<file path="config.mk">
export PLATFORM = sky130hd
export DESIGN_NAME = adcNibbleIf
export DESIGN_NICKNAME = d
export VERILOG_FILES = /design/src/rtl/adcNibblePkg.sv /design/src/rtl/adcNibbleCtrl.sv /design/src/rtl/adcNibbleDatapath.sv /design/src/rtl/adcNibbleIf.sv
export SDC_FILE = /design/constraint.sdc
export NUM_CORES = 1
export LEC_CHECK = 0
export ABC_AREA = 1
export BUFFER_PORTS_ARGS = -buffer_cell sky130_fd_sc_hd__buf_2
export CORE_MARGIN = 5
export CORE_UTILIZATION = 25
export CTS_CLUSTER_DIAMETER = 200
export CTS_CLUSTER_SIZE = 12
export DETAILED_ROUTE_END_ITERATION = 10
export SLEW_MARGIN = 20
export SYNTH_ARGS = -nofsm -noshare
export SYNTH_HDL_FRONTEND = slang
export SYNTH_SLANG_ARGS = --single-unit
</file>
<file path="constraint.sdc">
create_clock -name clk -period 3.3 [get_ports clk]
set_input_delay 0.33 -clock clk [delete_from_list [all_inputs] [get_ports clk]]
set_output_delay 0.33 -clock clk [all_outputs]
set_load 0.005 [all_outputs]
</file>
<file path="src/rtl/adcNibblePkg.sv">
package adcNibblePkg;
  localparam int NIB_W = 4;
  localparam int RES_W = 10;
  localparam int Q_COUNT = 3;
  localparam int SEL_W = 2;
  localparam int CMP_W = 2 * NIB_W;
  localparam int MODE_BIT = 3;

  typedef enum logic [3:0] {
    OP_IDLE  = 4'd0,
    OP_START = 4'd1,
    OP_RDRES = 4'd2,
    OP_RDLOW = 4'd3,
    OP_WRCMP = 4'd4,
    OP_TEST  = 4'd5,
    OP_RDQ   = 4'd6,
    OP_WRQ   = 4'd7
  } opT;

  typedef struct packed {
    logic start;
    logic rdRes;
    logic rdLow;
    logic wrCmp;
    logic rdQ;
    logic wrQ;
  } strobeT;
endpackage

</file>
<file path="src/rtl/adcNibbleCtrl.sv">
module adcNibbleCtrl
  import adcNibblePkg::*;
(
  input  logic       clk,
  input  logic       rstN,
  input  logic [3:0] cmdOp,
  input  logic       skipGate,
  input  logic       convDone,
  input  logic       modeCmp,
  output strobeT     strobes,
  output logic       skip,
  output logic       adfFlag
);
  opT op;
  logic isTest;

  always_comb begin
    op = opT'(cmdOp);
    strobes = '0;
    isTest = 1'b0;
    case (op)
      OP_START: strobes.start = 1'b1;
      OP_RDRES: strobes.rdRes = 1'b1;
      OP_RDLOW: strobes.rdLow = 1'b1;
      OP_WRCMP: strobes.wrCmp = modeCmp;
      OP_TEST:  isTest = 1'b1;
      OP_RDQ:   strobes.rdQ = 1'b1;
      OP_WRQ:   strobes.wrQ = 1'b1;
      default:  ;
    endcase
  end

  assign skip = isTest && !skipGate && adfFlag;

  // Priority: start clears, then done sets, then a taken skip clears.
  always_ff @(posedge clk) begin
    if (!rstN) adfFlag <= 1'b0;
    else if (strobes.start) adfFlag <= 1'b0;
    else if (convDone) adfFlag <= 1'b1;
    else if (skip) adfFlag <= 1'b0;
  end
endmodule

</file>
<file path="src/rtl/adcNibbleDatapath.sv">
module adcNibbleDatapath
  import adcNibblePkg::*;
(
  input  logic             clk,
  input  logic             rstN,
  input  strobeT           strobes,
  input  logic [SEL_W-1:0] qSel,
  input  logic [NIB_W-1:0] aIn,
  input  logic [NIB_W-1:0] bIn,
  input  logic             convDone,
  input  logic [RES_W-1:0] convResult,
  input  logic             convOutcome,
  output logic [NIB_W-1:0] aOut,
  output logic             aWe,
  output logic [NIB_W-1:0] bOut,
  output logic             bWe,
  output logic             modeCmp,
  output logic [CMP_W-1:0] cmpRef,
  output logic             cmpAbove
);
  logic [NIB_W-1:0] qReg [Q_COUNT];
  logic [RES_W-1:0] adReg;
  logic [NIB_W-1:0] qRead;

  for (genvar g = 0; g < Q_COUNT; g++) begin : gQ
    always_ff @(posedge clk) begin
      if (!rstN) qReg[g] <= '0;
      else if (strobes.wrQ && qSel == SEL_W'(g)) qReg[g] <= aIn;
    end
  end

  assign modeCmp = qReg[0][MODE_BIT];
  assign cmpRef = adReg[CMP_W-1:0];

  always_comb begin
    qRead = '0;
    for (int i = 0; i < Q_COUNT; i++)
      if (qSel == SEL_W'(i)) qRead = qReg[i];
  end

  always_ff @(posedge clk) begin
    if (!rstN) begin
      adReg <= '0;
      cmpAbove <= 1'b0;
    end else begin
      if (convDone && !modeCmp) adReg <= convResult;
      else if (strobes.wrCmp) adReg[CMP_W-1:0] <= {bIn, aIn};
      if (convDone && modeCmp) cmpAbove <= convOutcome;
    end
  end

  always_comb begin
    aOut = '0;
    bOut = '0;
    aWe = 1'b0;
    bWe = 1'b0;
    if (strobes.rdRes) begin
      aWe = 1'b1;
      bWe = 1'b1;
      if (modeCmp) begin
        bOut = adReg[2*NIB_W-1:NIB_W];
        aOut = adReg[NIB_W-1:0];
      end else begin
        bOut = adReg[RES_W-1:RES_W-NIB_W];
        aOut = adReg[RES_W-NIB_W-1:RES_W-2*NIB_W];
      end
    end else if (strobes.rdLow) begin
      aWe = 1'b1;
      aOut = {adReg[1:0], {(NIB_W-2){1'b0}}};
    end else if (strobes.rdQ) begin
      aWe = 1'b1;
      aOut = qRead;
    end
  end
endmodule

</file>
<file path="src/rtl/adcNibbleIf.sv">
module adcNibbleIf
  import adcNibblePkg::*;
(
  input  logic        clk,
  input  logic        rstN,
  input  logic [3:0]  cmdOp,
  input  logic [1:0]  qSel,
  input  logic [3:0]  aIn,
  input  logic [3:0]  bIn,
  input  logic        skipGate,
  input  logic        convDone,
  input  logic [9:0]  convResult,
  input  logic        convOutcome,
  output logic [3:0]  aOut,
  output logic        aWe,
  output logic [3:0]  bOut,
  output logic        bWe,
  output logic        skip,
  output logic        convStart,
  output logic        convCompare,
  output logic [7:0]  cmpRef,
  output logic        cmpAbove
);
  strobeT strobes;
  logic modeCmp;
  logic adfFlag;

  adcNibbleCtrl ctrl_i (
    .clk(clk), .rstN(rstN), .cmdOp(cmdOp), .skipGate(skipGate),
    .convDone(convDone), .modeCmp(modeCmp), .strobes(strobes),
    .skip(skip), .adfFlag(adfFlag)
  );

  adcNibbleDatapath dp_i (
    .clk(clk), .rstN(rstN), .strobes(strobes), .qSel(qSel),
    .aIn(aIn), .bIn(bIn), .convDone(convDone), .convResult(convResult),
    .convOutcome(convOutcome), .aOut(aOut), .aWe(aWe), .bOut(bOut),
    .bWe(bWe), .modeCmp(modeCmp), .cmpRef(cmpRef), .cmpAbove(cmpAbove)
  );

  assign convStart = strobes.start;
  assign convCompare = modeCmp;
endmodule

</file>
==> flow_summary.json <==
{
  "status": "completed",
  "setup_viol": 0,
  "synthesis.area_sq_um": 1480,
  "ys.flop_type": "edfxtp_1",
  "dr.pass1.iters": 4,
  "end_kind": "primary output",
  "final_nets": 290,
  "wl_per_cell_um": 12.2,
  "yosys_warnings": 0,
  "synth.avg_cell_area_sq_um": 6.66,
  "drt_iter0_drc": 129,
  "die_y_um": 86.9,
  "rsz0062_at_grt": "false",
  "io_buffers": 50,
  "gp_congestion": 0.864,
  "h-tree-depth": 1,
  "dp_hpwl_um": 3260,
  "placed_cells": 331,
  "max_freq_mhz": 526,
  "slew_headroom": 0.669,
  "crit_fanout": 17,
  "fin_crit_sh": 0.577,
  "maxSlewViolCount": 0,
  "drv_cap": 0,
  "wl_met3_um": 378,
  "power_uw": 723,
  "timing.rr.start": "dp_i.qReg[0][3]",
  "wl_met1_um": 2040,
  "vias": 1448,
  "yosysSeqAreaShare": 0.406,
  "core_sq_um": 5850,
  "hold_violations": 0,
  "cts_tree": "yes",
  "instances_no_fill": 335,
  "async_flop_share": 0,
  "cts_max_path_buffers": 2,
  "drive_above_1_share": 0.223,
  "postCtsSetupBuffers": 0,
  "viasPerCell": 4.32,
  "tightest_slew_ns": 0.497,
  "rrSetupSlack_ns": 1.69,
  "drcViolationCount": 0,
  "synth_top_cell_area_share": 0.244,
  "hold_start": "convOutcome",
  "routed_wl_um": 4090,
  "hold_slack_ns": 0.307,
  "grt_first_pass_wirelength_um": 6770,
  "area_growth_pct": 20.8,
  "syn_inst": 222,
  "nFillCells": 633,
  "min_path_cells": 3,
  "setup.worst_path.class": "flip-flop to primary output",
  "hp-class": "input pin to flip-flop",
  "routed-wl-met2_um": 1610,
  "multiInputGateArea_sq_um": 683,
  "setup-tns-final_ns": 0,
  "post_cts_resized": 0,
  "rows": 28,
  "cp.required_ns": 2.97,
  "die-area_sq_um": 7550,
  "clkTransAtPathRegs_ns": 0.09,
  "min_to": "dp_i.cmpAbove",
  "antenna_found_initial": 0,
  "ant_nets": 0,
  "r2r_cells": 6,
  "syn-num-nets": 251,
  "cts_buffers": 3,
  "synth_enable_flop_cells": 12,
  "ctsHoldBuffers": 0,
  "grt_max_degree": 28,
  "period_needed_ns": 1.90,
  "worst_clock_skew_ns": 0.00137,
  "pwr_density_cell_nw_per_um2": 405,
  "synthMostInstantiatedCell": "nand2_1",
  "start_util": 0.253,
  "grt-ovfl-total": 0,
  "synth_area_leader_cell": "edfxtp_1",
  "ir_drop_v": 0.000145,
  "power_leakage_nw": 0.917,
  "yosys-top-cells-area": "edfxtp_1 (24%), nand2_1 (18%), dfxtp_1 (16%)",
  "diodes": 0,
  "grt_usage": 0.112,
  "synthDistinctLibCells": 19,
  "cp-start-kind": "flip-flop",
  "cts_sinks": 24,
  "r2r_end": "dp_i.adReg[2]",
  "grt_pass1_vias": 1461,
  "top_layer": "met4",
  "pin_count": 51,
  "die_x_um": 86.9,
  "cts_root_buffer": "clkbuf_8",
  "synth-seq-cells": 24,
  "clk_latency_ns": 0.27,
  "synth_top_cells_by_count": "nand2_1 (69), nor2_1 (36), nand3_1 (26), inv_1 (22), a21oi_1 (14)",
  "cp.arrival_ns": 1.57,
  "regArea_sq_um": 601
}
-- cell type report --
cell class                      count  share of cell area
Multi-Input combinational cell    159               0.383
Sequential cell                    24               0.336
Timing Repair Buffer               50               0.140
Tap cell                           75              0.0526
Inverter                           23              0.0484
Clock buffer                        3              0.0231
Clock inverter                      1              0.0168
-- through the flow --
| stage | worst slack (ns) | utilization | area, sq um |
|---|---|---|---|
| floorplan | 1.97 | - | 1480 |
| global placement | 1.69 | 0.293 | 1710 |
| detailed placement | 1.66 | 0.293 | 1710 |
| CTS | 1.35 | 0.305 | 1790 |
| global route | 1.22 | 0.305 | 1790 |
| finish | 1.40 | 0.305 | 1790 |
-- layer usage --
metal  vias to the layer above  global-route usage
met5                         -                   0
met4                         0              0.0397
met3                         4              0.0378
met2                        49               0.153
met1                       622               0.162
li1                        773                   -
-- sequential cells by signal (all words and copies together) (netlist names) --
register,flops
ctrl_i.adfFlag,1
dp_i.adReg,10
dp_i.cmpAbove,1
dp_i.qReg,12
-- placed cells by master, fill, tap and decap left out --
cell	synthesis	final
nand2_1	69	69
buf_2	5	50
nor2_1	36	36
nand3_1	26	26
inv_1	22	22
a21oi_1	14	14
dfxtp_1	12	12
edfxtp_1	12	12
o21ai_0	8	8
clkbuf_8	0	3
o21a_1	1	1
inv_2	1	1
nor2_2	1	1
o22ai_1	1	1
nand3_2	1	1
nand2_4	1	1
o31ai_1	1	1
bufinv_16	0	1
-- worst max-delay path by stage --
stage | from | end | slack (ns) | cells after the start
3_5_place_dp | dp_i.qReg[0][3] | bOut[0] | 1.66 | 4
6_report | dp_i.qReg[0][3] | bOut[0] | 1.40 | 4
3_3_place_gp | cmdOp[2] | aOut[0] | 1.69 | 5
2_1_floorplan | dp_i.qReg[0][3] | bOut[0] | 1.97 | 4
4_1_cts | dp_i.qReg[0][3] | bOut[0] | 1.35 | 4
5_1_grt | dp_i.qReg[0][3] | bOut[0] | 1.22 | 4
-- power by group --
part	internal (mW)	switching (mW)
Clock	0.162	0.0979
Combinational	0.0460	0.0698
Sequential	0.332	0.0153
-- logic make-up after synthesis --
group | Yosys count | synth area share
AO/OA/AOI/OAI | 25 | 0.0889
buffers and inverters | 39 | 0.131
flip-flops | 24 | 0.406
AND/OR/NAND/NOR | 134 | 0.373
-- critical path: stages, from the launching register on --
cell	delay, ns
edfxtp_1	0.61
inv_2	0.31
nand2_1	0.08
a21oi_1	0.16
buf_2	0.14
No activity file was read; power rests on OpenSTA's default activity.
